==> config.mk <==
export PLATFORM = sky130hd
export DESIGN_NAME = ea_calc_unit
export DESIGN_NICKNAME = d
export VERILOG_FILES = /design/src/rtl/eau_pkg.sv /design/src/rtl/eau_mode_decode.sv /design/src/rtl/eau_term_sum.sv /design/src/rtl/eau_out_stage.sv /design/src/rtl/ea_calc_unit.sv
export SDC_FILE = /design/constraint.sdc
export NUM_CORES = 1
export LEC_CHECK = 0
export CORE_MARGIN = 10
export CORE_UTILIZATION = 42
export DETAILED_ROUTE_END_ITERATION = 16
export PLACE_DENSITY = 0.76
export SYNTH_ARGS = -nofsm -noshare
export SYNTH_HDL_FRONTEND = slang
export SYNTH_HIERARCHICAL = 1
export SYNTH_SLANG_ARGS = --single-unit
==> constraint.sdc <==
create_clock -name clk -period 9.18 [get_ports clk]
set_clock_uncertainty 0.05 [all_clocks]
set_input_delay 0.918 -clock clk [delete_from_list [all_inputs] [get_ports clk]]
set_output_delay 0.918 -clock clk [all_outputs]
set_load 0.01 [all_outputs]
==> src/rtl/eau_pkg.sv <==
package eau_pkg;

    localparam int MODE_W = 4;
    localparam int N_TERMS = 4;

    // term positions in the operand vector
    localparam int T_FIELD = 0;
    localparam int T_LOC   = 1;
    localparam int T_BASE  = 2;
    localparam int T_INDEX = 3;

    typedef enum logic [MODE_W-1:0] {
        AM_DIRECT     = 4'd0,
        AM_IMMEDIATE  = 4'd1,
        AM_REG_IND    = 4'd2,
        AM_RELATIVE   = 4'd3,
        AM_INDEXED    = 4'd4,
        AM_BASED      = 4'd5,
        AM_BASE_IDX   = 4'd6,
        AM_BASE_IDX_D = 4'd7
    } addr_mode_e;

    typedef struct packed {
        logic [N_TERMS-1:0] term_en;
        logic               bad;
    } term_sel_t;

    function automatic term_sel_t decode_mode(input logic [MODE_W-1:0] code);
        term_sel_t s;
        s.term_en = '0;
        s.bad     = 1'b0;
        case (code)
            AM_DIRECT:     s.term_en[T_FIELD] = 1'b1;
            AM_IMMEDIATE:  s.term_en[T_LOC]   = 1'b1;
            AM_REG_IND:    s.term_en[T_BASE]  = 1'b1;
            AM_RELATIVE: begin
                s.term_en[T_LOC]   = 1'b1;
                s.term_en[T_FIELD] = 1'b1;
            end
            AM_INDEXED: begin
                s.term_en[T_FIELD] = 1'b1;
                s.term_en[T_INDEX] = 1'b1;
            end
            AM_BASED: begin
                s.term_en[T_BASE]  = 1'b1;
                s.term_en[T_FIELD] = 1'b1;
            end
            AM_BASE_IDX: begin
                s.term_en[T_BASE]  = 1'b1;
                s.term_en[T_INDEX] = 1'b1;
            end
            AM_BASE_IDX_D: begin
                s.term_en[T_BASE]  = 1'b1;
                s.term_en[T_INDEX] = 1'b1;
                s.term_en[T_FIELD] = 1'b1;
            end
            default:       s.bad = 1'b1;
        endcase
        return s;
    endfunction

endpackage

==> src/rtl/eau_mode_decode.sv <==
module eau_mode_decode
    import eau_pkg::*;
(
    input  logic [MODE_W-1:0] mode_i,
    output term_sel_t         sel_o
);

    always_comb begin
        sel_o = decode_mode(mode_i);
    end

endmodule

==> src/rtl/eau_term_sum.sv <==
module eau_term_sum #(
    parameter int ADDR_W  = 16,
    parameter int N_TERMS = 4
) (
    input  logic [N_TERMS-1:0][ADDR_W-1:0] term_i,
    input  logic [N_TERMS-1:0]             en_i,
    output logic [ADDR_W-1:0]              sum_o
);

    logic [N_TERMS-1:0][ADDR_W-1:0] gated;

    for (genvar k = 0; k < N_TERMS; k++) begin : g_gate
        assign gated[k] = term_i[k] & {ADDR_W{en_i[k]}};
    end

    // modulo-2^ADDR_W accumulation, carries past the top bit are dropped
    always_comb begin
        logic [ADDR_W-1:0] acc;
        acc = '0;
        for (int k = 0; k < N_TERMS; k++) begin
            acc = acc + gated[k];
        end
        sum_o = acc;
    end

endmodule

==> src/rtl/eau_out_stage.sv <==
module eau_out_stage #(
    parameter int ADDR_W  = 16,
    parameter bit REG_OUT = 1'b1
) (
    input  logic              clk,
    input  logic              rst,
    input  logic [ADDR_W-1:0] addr_i,
    input  logic              bad_i,
    output logic [ADDR_W-1:0] addr_o,
    output logic              bad_o
);

    if (REG_OUT) begin : g_reg
        always_ff @(posedge clk) begin
            if (rst) begin
                addr_o <= '0;
                bad_o  <= 1'b0;
            end else begin
                addr_o <= addr_i;
                bad_o  <= bad_i;
            end
        end

        AST_PIPE_VALID: assert property (@(posedge clk) disable iff (rst)
            !bad_i |=> (!bad_o && addr_o == $past(addr_i)));
        AST_PIPE_BAD: assert property (@(posedge clk) disable iff (rst)
            bad_i |=> (bad_o && addr_o == '0));
    end else begin : g_comb
        assign addr_o = addr_i;
        assign bad_o  = bad_i;
    end

endmodule

==> src/rtl/ea_calc_unit.sv <==
module ea_calc_unit
    import eau_pkg::*;
#(
    parameter int ADDR_W  = 16,
    parameter bit REG_OUT = 1'b1
) (
    input  logic                clk,
    input  logic                rst,
    input  logic [MODE_W-1:0]   mode_i,
    input  logic [ADDR_W-1:0]   field_i,
    input  logic [ADDR_W-1:0]   field_loc_i,
    input  logic [ADDR_W-1:0]   base_i,
    input  logic [ADDR_W-1:0]   index_i,
    output logic [ADDR_W-1:0]   ea_o,
    output logic                bad_mode_o
);

    term_sel_t                      sel_w;
    logic [N_TERMS-1:0][ADDR_W-1:0] terms_w;
    logic [ADDR_W-1:0]              sum_w;

    assign terms_w[T_FIELD] = field_i;
    assign terms_w[T_LOC]   = field_loc_i;
    assign terms_w[T_BASE]  = base_i;
    assign terms_w[T_INDEX] = index_i;

    eau_mode_decode u_dec (
        .mode_i (mode_i),
        .sel_o  (sel_w)
    );

    eau_term_sum #(
        .ADDR_W  (ADDR_W),
        .N_TERMS (N_TERMS)
    ) u_sum (
        .term_i (terms_w),
        .en_i   (sel_w.term_en),
        .sum_o  (sum_w)
    );

    eau_out_stage #(
        .ADDR_W  (ADDR_W),
        .REG_OUT (REG_OUT)
    ) u_out (
        .clk    (clk),
        .rst    (rst),
        .addr_i (sum_w),
        .bad_i  (sel_w.bad),
        .addr_o (ea_o),
        .bad_o  (bad_mode_o)
    );

    AST_DIRECT_FIELD: assert property (@(posedge clk) disable iff (rst)
        (mode_i == AM_DIRECT) |-> (sum_w == field_i));
    AST_IMMED_LOC: assert property (@(posedge clk) disable iff (rst)
        (mode_i == AM_IMMEDIATE) |-> (sum_w == field_loc_i));
    AST_RELATIVE_SUM: assert property (@(posedge clk) disable iff (rst)
        (mode_i == AM_RELATIVE) |-> (sum_w == ADDR_W'(field_loc_i + field_i)));
    AST_INVALID_ZERO: assert property (@(posedge clk) disable iff (rst)
        sel_w.bad |-> (sum_w == '0));
    AST_LOW_CODES_OK: assert property (@(posedge clk) disable iff (rst)
        !mode_i[MODE_W-1] |-> !sel_w.bad);

endmodule

After elaboration in Yosys (flattened, before gate mapping)
Index checks and enable logic that the tools add are counted.
- flip-flop bits (word level): 17
- bits of input ports: 70
- output and inout port bits: 17
- word-level logic and storage cells: 27
- add/sub/neg operators: 3
- equal/unequal tests: 7
- multiplexer cells: 5
- bitwise gates (word level): 4
- reductions and logical operators: 6
- operators by type and width (kind ; number):
    $and 16x16->16 ; 4
    $add 16x16->16 ; 3
    $eq 4x3->1 const B ; 4
    $eq 4x2->1 const B ; 2
    $reduce_or 8->1 ; 1
    $mux 1 ; 5
    $reduce_or 5->1 ; 1
    $eq 4x1->1 const B ; 1
    $logic_not 4->1 ; 1
    $reduce_or 4->1 ; 1
    $reduce_or 3->1 ; 1
    $reduce_or 2->1 ; 1

Depth between registers and ports, before layout
Gate-level depths: netlist of the first run.
- word-level depth: 7
- depth in mapped cells: 16
- mapped depth without buffers: 14

Modules after synthesis
Netlist of the first run, hierarchy kept.
- modules (own cells, without submodules) (module ; instances ; cells each ; area an instance (µm²) ; seq. area each (µm²)):
    eau_term_sum ; 1 ; 258 ; 1899.3 ; 0.0
    eau_out_stage ; 1 ; 35 ; 475.5 ; 340.3
    eau_mode_decode ; 1 ; 9 ; 61.3 ; 0.0

Worst setup path after synthesis of the first run
OpenSTA, ideal clock, no wires.
- path kind: input to register
- start point: in mode_i[1]
- end point: reg u_out.addr_o[13]
- setup time: 0.116 ns
- arrival time: 4.312 ns
- data required time: 9.014 ns
- setup slack: 4.702 ns
- stages on the path: 15
- path buffers: 1
- cell sequence: and2b_1 -> a211oi_2 -> clkbuf_1 -> nand2_1 -> fa_1 -> fa_1 -> inv_1 -> ha_1 -> fa_1 -> a21o_1 -> nand3_1 -> a31oi_1 -> a2111oi_0 -> a311oi_1 -> and2b_2
- RTL lines (element ; line ; RTL):
    start: declaration ; ea_calc_unit.sv:9 ; input logic [MODE_W-1:0] mode_i,
    end signal: assignment ; eau_out_stage.sv:19 ; addr_o <= addr_i;
    end: declaration ; eau_out_stage.sv:9 ; output logic [ADDR_W-1:0] addr_o,

==> results of run 1 <==
==> how the worst max path moves through the flow <==
| stage | from | to | slack (ps) | cells after the start |
|---|---|---|---|---|
| after CTS | mode_i[0] | u_out/addr_o[13]$_SDFF_PP0_ | 3870 | 15 |
| final | mode_i[0] | u_out/addr_o[13]$_SDFF_PP0_ | 3910 | 15 |
| after floorplan | mode_i[1] | u_out/addr_o[13]$_SDFF_PP0_ | 4700 | 15 |
| after global routing | mode_i[1] | u_out/addr_o[13]$_SDFF_PP0_ | 3680 | 15 |
| after detailed placement | mode_i[0] | u_out/addr_o[13]$_SDFF_PP0_ | 3620 | 15 |
| after global placement | mode_i[1] | u_out/addr_o[13]$_SDFF_PP0_ | 3770 | 15 |
==> cells in the final DEF, fill, tap and decap left out, types with 4 or more instances in the layout <==
master,instances
a21o_1,4
a21oi_1,14
and2_1,40
and2b_2,7
and3_1,4
clkdlybuf4s50_1,86
dfxtp_1,17
fa_1,30
ha_1,15
inv_1,57
nand2_1,33
nand3_1,7
nor2_1,6
nor2b_1,10
nor3_1,6
o21ai_0,5
xnor2_1,9
xor2_1,4
==> through the flow <==
step                worst slack (ps)  power [mW]  instances
floorplan                       4700       0.192        302
global placement                3770       0.254        451
detailed placement              3620       0.259        451
CTS                             3870       0.311        455
global route                    3680       0.334        455
finish                          3910       0.307        455
==> state kept, by name (all words and copies together) (netlist names) <==
register      count
u_out/bad_o       1
u_out/addr_o     16
==> worst max-delay path: stages <==
cell	delay [ps]
clkdlybuf4s50_1	530
and2b_1	210
a211oi_2	730
nand2_1	160
fa_1	480
fa_1	490
inv_1	40
ha_1	200
fa_1	400
a21o_1	180
nand3_1	120
a31oi_1	160
a2111oi_0	420
a311oi_1	90
and2b_2	210
==> logic make-up after synthesis <==
logic type	count (synthesis)
and+or+nand+nor	121
buffers and inverters	68
adders and majority gates	45
AOI/OAI and AO/OA	36
DFF	17
xor gates and xnor gates	13
muxes	2
==> area by class of cell <==
| class | count | share of cell area (%) |
|---|---|---|
| Clock buffer | 4 | 1.33 |
| Inverter | 57 | 6.31 |
| Timing Repair Buffer | 88 | 25.8 |
| Tap cell | 72 | 2.65 |
| Sequential cell | 17 | 10.0 |
| Multi-Input combinational cell | 217 | 53.9 |
==> power by group <==
group          internal, mW  leakage (nW)  switching [mW]
combinational        0.0918          1.44          0.0784
sequential           0.0836         0.140         0.00205
clock                0.0306        0.0228          0.0202
==> per-layer routing <==
| layer | share of wire [%] | GRT usage [%] |
|---|---|---|
| met1 | 45 | 15.5 |
| met2 | 46 | 21.6 |
| met3 | 8.8 | 3.50 |
| met4 | 0.36 | 2.21 |
| met5 | 0 | 0 |
==> flow_metrics.tcl, run 1 <==
set metrics [dict create \
    clockBufferDepth 2 \
    powerDensity_mw_per_mm2 90.4 \
    hold_start "index_i[0]" \
    place_hpwl_um 5260 \
    rsz0062_at_grt "no" \
    port_buffers 86 \
    synth.area.top_cells "fa_1 (25%), dfxtp_1 (14%), and2_1 (10%)" \
    final-setup-viol-count 0 \
    cts_hold_buf 0 \
    post_cts_resized 0 \
    ys.flop_type "dfxtp_1" \
    cts_tree "built" \
    synthTopCellsByCount "inv_1 (57), and2_1 (40), nand2_1 (33)" \
    p_leak_nw 1.60 \
    synth-seq-area-share_pct 14.0 \
    ir_worst_vdd_mv 0.0745 \
    core_mm2 0.00557 \
    async_flop_share_pct 0 \
    netlist_area_mm2 0.00244 \
    min_to "u_out/addr_o[0]$_SDFF_PP0_" \
    regArea_um2 340 \
    start_util_pct 43.7 \
    dieArea_mm2 0.00925 \
    hold_class "in -> reg" \
    synth_top_area_cell "fa_1" \
    die_h_um 96.2 \
    synth_top_family_by_area "adder cells" \
    die_w_um 96.2 \
    synthMuxAreaShare_pct 0.822 \
    drtPass1Iterations 4 \
    antenna_cells 0 \
    ys_seq_elements 17 \
    grt_max_degree 18 \
    yosys_warnings 6 \
    synth-compound-area-share_pct 9.60 \
    synth_top_area_share_pct 24.7 \
    wl_um 5800 \
    worstPathArrival_ps 5350 \
    cp-end-kind "register" \
    finish.utilization_pct 60.9 \
    final.setup.tns_ps 0 \
    boundaryPins 87 \
    critPathMaxFanout 16 \
    post-cts-setup-buffer-count 0 \
    max_freq_mhz 190 \
    finalMaxSlewViolations 0 \
    syn_nets 417 \
    area_growth_pct 39.3 \
    grt_usage_pct 12.6 \
    cts_inserted_buffers 3 \
    drive_gt1_share_pct 3.92 \
    grt_pass1_vias 2158 \
    num_vias 2102 \
    final_hold_viol_count 0 \
    fillers 534 \
    ys_types 37 \
    drc 0 \
    multiInputGateArea_mm2 0.00183 \
    dpl_cell_area_mm2 0.00335 \
    viasPerCell 4.62 \
    cts.sinks 17 \
    status "complete, no violations" \
    h-tree-depth 1 \
    final_nets 499 \
    synth_xor_xnor_area_share_pct 4.67 \
    critPathLaunchType "primary input" \
    tightest_slew_ps 916 \
    antenna_left 0 \
    period_minus_slack_ps 5270 \
    drt_iter0_markers 97 \
    root_buffer "clkbuf_8" \
    netlist_instances 302 \
    synth_edf_count 0 \
    fin_area_mm2 0.00339 \
    clk_pin_slew_worst_paths_ps 60 \
    grt_pass1_wl_um 9530 \
    wire_per_inst_um 12.7 \
    worst_slew_margin_rel_pct 38.7 \
    synthAdderAreaFrac_pct 32.4 \
    crit_type "in -> reg" \
    syn_avg_cell_area_um2 8.07 \
    max_cap_viol_count 0 \
    place.gp.congestion 0.845 \
    fin_crit_sh_pct 57.4 \
    synth.most_common_cell "inv_1" \
    crit_required_ps 9260 \
    antenna_found_initial 0 \
    overflow 0 \
    rows 27 \
    timing.hold.ws_ps 1450 \
    yosys.area_share.simple_pct 27.4 \
    min_path_cells 4 \
]
No activity file was read; power rests on OpenSTA's default activity.
==> run 2: changes to the inputs <==
==> constraint.sdc (replaced) <==
create_clock -name clk -period 4.9 [get_ports clk]
set_clock_uncertainty 0.05 [all_clocks]
set_input_delay 0.49 -clock clk [delete_from_list [all_inputs] [get_ports clk]]
set_output_delay 0.49 -clock clk [all_outputs]
set_load 0.01 [all_outputs]
==> run 2 against run 1 <==
  * Sequential share of layout area about the same
  * Design area up 0.48%
  * Largest cell class unchanged
  * Cell count up 0.44%
  * Power up 87%
  * Global-route usage about the same
  * Clock power up 88%
  * First-iteration DRC count down 35%
  * Critical path type unchanged
  * Worst setup slack worse by 3400 ps
  * Utilization up 0.29 points
  * Non-clock buffer count up 2
==> flow_metrics.tcl, run 2 (synthesized netlist as in run 1, its figures left out) <==
set metrics [dict create \
    area_growth_pct 40.0 \
    layout_setup_ws_ps 500 \
    top_regs "u_out/addr_o (16), u_out/bad_o (1)" \
    num_vias 2108 \
    dr.max_layer_used "met4" \
    p_switching_mw 0.189 \
    powerDensity_mw_per_mm2 169 \
    wire_per_inst_um 12.6 \
    ir_worst_vdd_mv 0.143 \
    final_hold_viol_count 0 \
    finalMaxSlewViolations 0 \
    p_sw_share_pct 32.8 \
    sequentialPowerShare_pct 27.9 \
    cts_tree "built" \
    fin_crit_sh_pct 89.8 \
    cp-end-kind "register" \
    final_cell_mix "clkdlybuf4s50_1 (86), inv_1 (57), and2_1 (40)" \
    p_leak_nw 1.61 \
    post_cts_resized 0 \
    fin_cells 457 \
    clk_pin_slew_worst_paths_ps 60 \
    final_common_cell "clkdlybuf4s50_1" \
    worstPathArrival_ps 4480 \
    drc 0 \
    total_power_mw 0.575 \
    critPathLaunchType "primary input" \
    root_buffer "clkbuf_8" \
    place.gp.congestion 0.805 \
    cts_inserted_buffers 3 \
    status "complete, no violations" \
    dp_slack_ps 246 \
    max_cap_viol_count 0 \
    tightest_slew_ps 503 \
    core_mm2 0.00557 \
    antenna_left 0 \
    port_buffers 86 \
    drt-met1-wl_um 2580 \
    post-cts-setup-buffer-count 0 \
    max_freq_mhz 227 \
    place_hpwl_um 5250 \
    h-tree-depth 1 \
    viasPerCell 4.61 \
    power_frac_clock_pct 16.6 \
    grt_pass1_vias 2236 \
    die_w_um 96.2 \
    drtPass1Iterations 4 \
    rsz0062_at_grt "no" \
    worst_slew_margin_rel_pct 66.3 \
    wl_um 5740 \
    antenna_found_initial 0 \
    power_frac_comb_pct 55.5 \
    crit_required_ps 4980 \
    dp.cells 453 \
    period_minus_slack_ps 4400 \
    antenna_cells 0 \
    cts.sinks 17 \
    wl_met2_um 2600 \
    final-setup-viol-count 0 \
    fillers 523 \
    largest_reg_flops 16 \
    dieArea_mm2 0.00925 \
    intPower_mw 0.386 \
    drt_iter0_markers 63 \
    fin_area_mm2 0.00341 \
    die_h_um 96.2 \
    rows 27 \
    crit_type "in -> reg" \
    final_nets 501 \
    grt_pass1_wl_um 9590 \
    boundaryPins 87 \
    final.setup.tns_ps 0 \
    overflow 0 \
    largest-register "u_out/addr_o" \
    grt_max_degree 18 \
    cts_hold_buf 0 \
    grt_usage_pct 12.6 \
    clockBufferDepth 2 \
    start_util_pct 43.7 \
    critPathMaxFanout 4 \
    hold_class "in -> reg" \
    drive_gt1_share_pct 4.68 \
    met3WireLength_um 527 \
    dpl_cell_area_mm2 0.00336 \
]
## run 2: power groups by stage
stage,Sequential [mW],Clock [mW],Combinational [mW]
2_1_floorplan,0.174,0,0.185
3_3_place_gp,0.163,0,0.315
3_5_place_dp,0.164,0,0.321
4_1_cts,0.161,0.0998,0.322
5_1_grt,0.162,0.104,0.360
6_report,0.161,0.0953,0.319
## run 2: layout make-up
| class | instances | area, um2 | share of cell area, % |
|---|---|---|---|
| clock inverters | 1 | 5.00 | 0.147 |
| inverters | 57 | 214 | 6.28 |
| repair buffers | 90 | 891 | 26.1 |
| well taps | 72 | 90.1 | 2.64 |
| clock buffers | 3 | 41.3 | 1.21 |
| flip-flops and latches | 17 | 340 | 9.98 |
| multi-input cells | 217 | 1830 | 53.6 |
## run 2: path summary, 6_finish.rpt
kind | startpoint | end | slack [ps] | depth (start not counted)
setup / recovery | mode_i[1] | u_out/addr_o[13]$_SDFF_PP0_ | 500 | 15
hold / removal | index_i[0] | u_out/addr_o[0]$_SDFF_PP0_ | 1020 | 4
## run 2: per-stage QoR
step / utilization [%] / hold WS [ps]
6_report: 61.2 / 1020
5_1_grt: 61.2 / 1040
4_1_cts: 61.2 / 1020
3_5_place_dp: 60.3 / 1180
3_3_place_gp: 60.3 / 1180
2_1_floorplan: - / 631
## run 2: worst max-delay path, stage by stage
cell and delay (ps):
clkdlybuf4s50_1 500, and2b_1 220, a211oi_2 350, nand2_1 110, fa_1 460, fa_1 490, inv_1 40, ha_1 210
fa_1 410, a21o_1 180, nand3_1 120, a31oi_1 170, a2111oi_0 430, a311oi_1 90, and2b_2 200
## run 2: layer usage
metal,track usage [%],vias to the layer above
met3,3.58,2
li1,-,1106
met4,2.21,0
met5,0,-
met1,14.9,939
met2,22.3,61
==> run 3: changes to the inputs <==
--- a/config.mk
+++ b/config.mk
@@ -8,7 +8,9 @@
 export CORE_MARGIN = 10
 export CORE_UTILIZATION = 42
 export DETAILED_ROUTE_END_ITERATION = 16
+export GPL_TIMING_DRIVEN = 0
 export PLACE_DENSITY = 0.76
+export SKIP_CTS_REPAIR_TIMING = 1
 export SYNTH_ARGS = -nofsm -noshare
 export SYNTH_HDL_FRONTEND = slang
 export SYNTH_HIERARCHICAL = 1
==> run 3 against run 2 <==
  * Clock power increased by 1%
  * Routed wire length increased by 1.2%
  * Utilization increased by 0.81 points
  * Critical path depth increased by 1
  * Combinational power increased by 2%
  * Via count decreased by 0.76%
  * Cell count increased by 1.5%
  * First-iteration DRC count decreased by 27%
  * Sequential power about the same
  * Die area unchanged
==> flow_metrics.tcl, run 3 (synthesized netlist as in run 1, its figures left out) <==
set metrics [dict create \
    final.setup.tns_ps 0 \
    cts_tree "built" \
    sequentialPowerShare_pct 27.6 \
    die_w_um 96.2 \
    overflow 0 \
    dp.cells 460 \
    grt_max_degree 11 \
    worst_slew_margin_rel_pct 66.7 \
    largest-register "u_out/addr_o" \
    port_buffers 86 \
    final_nets 508 \
    total_power_mw 0.582 \
    cp-end-kind "register" \
    wire_per_inst_um 12.5 \
    largest_reg_flops 16 \
    crit_type "in -> reg" \
    fin_crit_sh_pct 95.6 \
    crit_chain "clkdlybuf4s50_1 > and2b_1 > a211oi_4 > clkbuf_2 > nand2_1 > fa_1 > fa_1 > inv_1 > ha_1 > fa_1 > a21o_1 > nand3_1 > a31oi_1 > a2111oi_1 > a311oi_1 > and2b_2" \
    clk_pin_slew_worst_paths_ps 50 \
    p_switching_mw 0.191 \
    place.gp.congestion 0.822 \
    final_cell_mix "clkdlybuf4s50_1 (86), inv_1 (57), and2_1 (40)" \
    cts_inserted_buffers 3 \
    antenna_left 0 \
    critPathLaunchType "primary input" \
    place_hpwl_um 5200 \
    core_mm2 0.00557 \
    timing.hold.ws_ps 1020 \
    worstPathArrival_ps 4770 \
    final_common_cell "clkdlybuf4s50_1" \
    cts.sinks 17 \
    cp_slowest_cell "clkdlybuf4s50_1" \
    antenna_cells 0 \
    p_leak_nw 1.63 \
    drt_iter0_markers 46 \
    max_freq_mhz 214 \
    rsz0062_at_grt "no" \
    final-setup-viol-count 0 \
    intPower_mw 0.391 \
    area_growth_pct 41.8 \
    die_h_um 96.2 \
    antenna_found_initial 0 \
    drtPass1Iterations 4 \
    rows 27 \
    start_util_pct 43.7 \
    grt_usage_pct 12.8 \
    grt_pass1_wl_um 9520 \
    top_regs "u_out/addr_o (16), u_out/bad_o (1)" \
    drc 0 \
    hold_class "in -> reg" \
    final_hold_viol_count 0 \
    dieArea_mm2 0.00925 \
    root_buffer "clkbuf_8" \
    viasPerCell 4.51 \
    finalMaxSlewViolations 0 \
    fin_cells 464 \
    h-tree-depth 1 \
    critPathMaxFanout 10 \
    max_cap_viol_count 0 \
    power_frac_comb_pct 55.9 \
    num_vias 2092 \
    powerDensity_mw_per_mm2 169 \
    critPathMaxStageDelay_ps 530 \
    wl_um 5810 \
    tightest_slew_ps 497 \
    p_sw_share_pct 32.9 \
    cpMostUsedCell "fa_1" \
    clockBufferDepth 2 \
    power_frac_clock_pct 16.5 \
    period_minus_slack_ps 4680 \
    grt_pass1_vias 2167 \
    status "complete, no violations" \
    drive_gt1_share_pct 5.36 \
    ir_worst_vdd_mv 0.173 \
    crit_required_ps 4990 \
    boundaryPins 87 \
]
[run 3: cell types whose count changed in the layout (fill, tap and decap cells not counted)]
| cell | before | now |
|---|---|---|
| a2111oi_1 | 0 | 1 |
| buf_4 | 4 | 0 |
| nor3b_2 | 0 | 1 |
| buf_2 | 0 | 1 |
| a2111oi_0 | 2 | 1 |
| buf_6 | 0 | 2 |
| clkbuf_2 | 0 | 4 |
| nor3b_1 | 1 | 0 |
| clkinv_2 | 1 | 0 |
| a211oi_2 | 1 | 0 |
| a211oi_4 | 0 | 1 |
| clkbuf_1 | 0 | 5 |
[run 3: cell type report]
| type | count | area, um2 |
|---|---|---|
| buffer | 11 | 62.6 |
| sequential | 17 | 340 |
| inverter | 57 | 214 |
| tap | 72 | 90.1 |
| timing repair buffer | 86 | 861 |
| fill | 522 | 2120 |
| clock buffer | 4 | 45.0 |
| multi-input combinational | 217 | 1840 |
[run 3: worst paths after layout]
path | slack, ps | start | endpoint | cells after the start
max | 220 | mode_i[0] | u_out/addr_o[13]$_SDFF_PP0_ | 16
min | 1020 | index_i[0] | u_out/addr_o[0]$_SDFF_PP0_ | 4
[run 3: worst max-delay path, delay by kind of cell]
family	cells	cell delay, ps
adder cells (fa/ha/maj)	4	1540
AO/OA/AOI/OAI	5	1190
buffers and inverters	3	870
AND/OR/NAND/NOR	4	670
[run 3: power groups by stage]
stage / combinational [mW] / sequential [mW] / clock, mW
after floorplan: 0.185 / 0.174 / 0
after global placement: 0.318 / 0.163 / 0
after detailed placement: 0.324 / 0.164 / 0
after CTS: 0.326 / 0.161 / 0.0989
after global routing: 0.368 / 0.162 / 0.105
final: 0.325 / 0.161 / 0.0963
[run 3: metrics by stage]
stage	util, %	setup slack (ps)	cell area (um2)
CTS	61.6	-83.4	3430
global placement	60.8	-280	3390
finish	62.0	217	3450
detailed placement	60.8	-342	3390
floorplan	-	850	2440
global route	62.0	3.72	3450
[run 3: metal layers]
metal	global-route usage, %	vias up	wire, um
met5	0	-	0
met4	4.05	0	72
met3	4.05	4	589
met2	22.1	67	2610
met1	14.8	904	2530
li1	-	1117	-
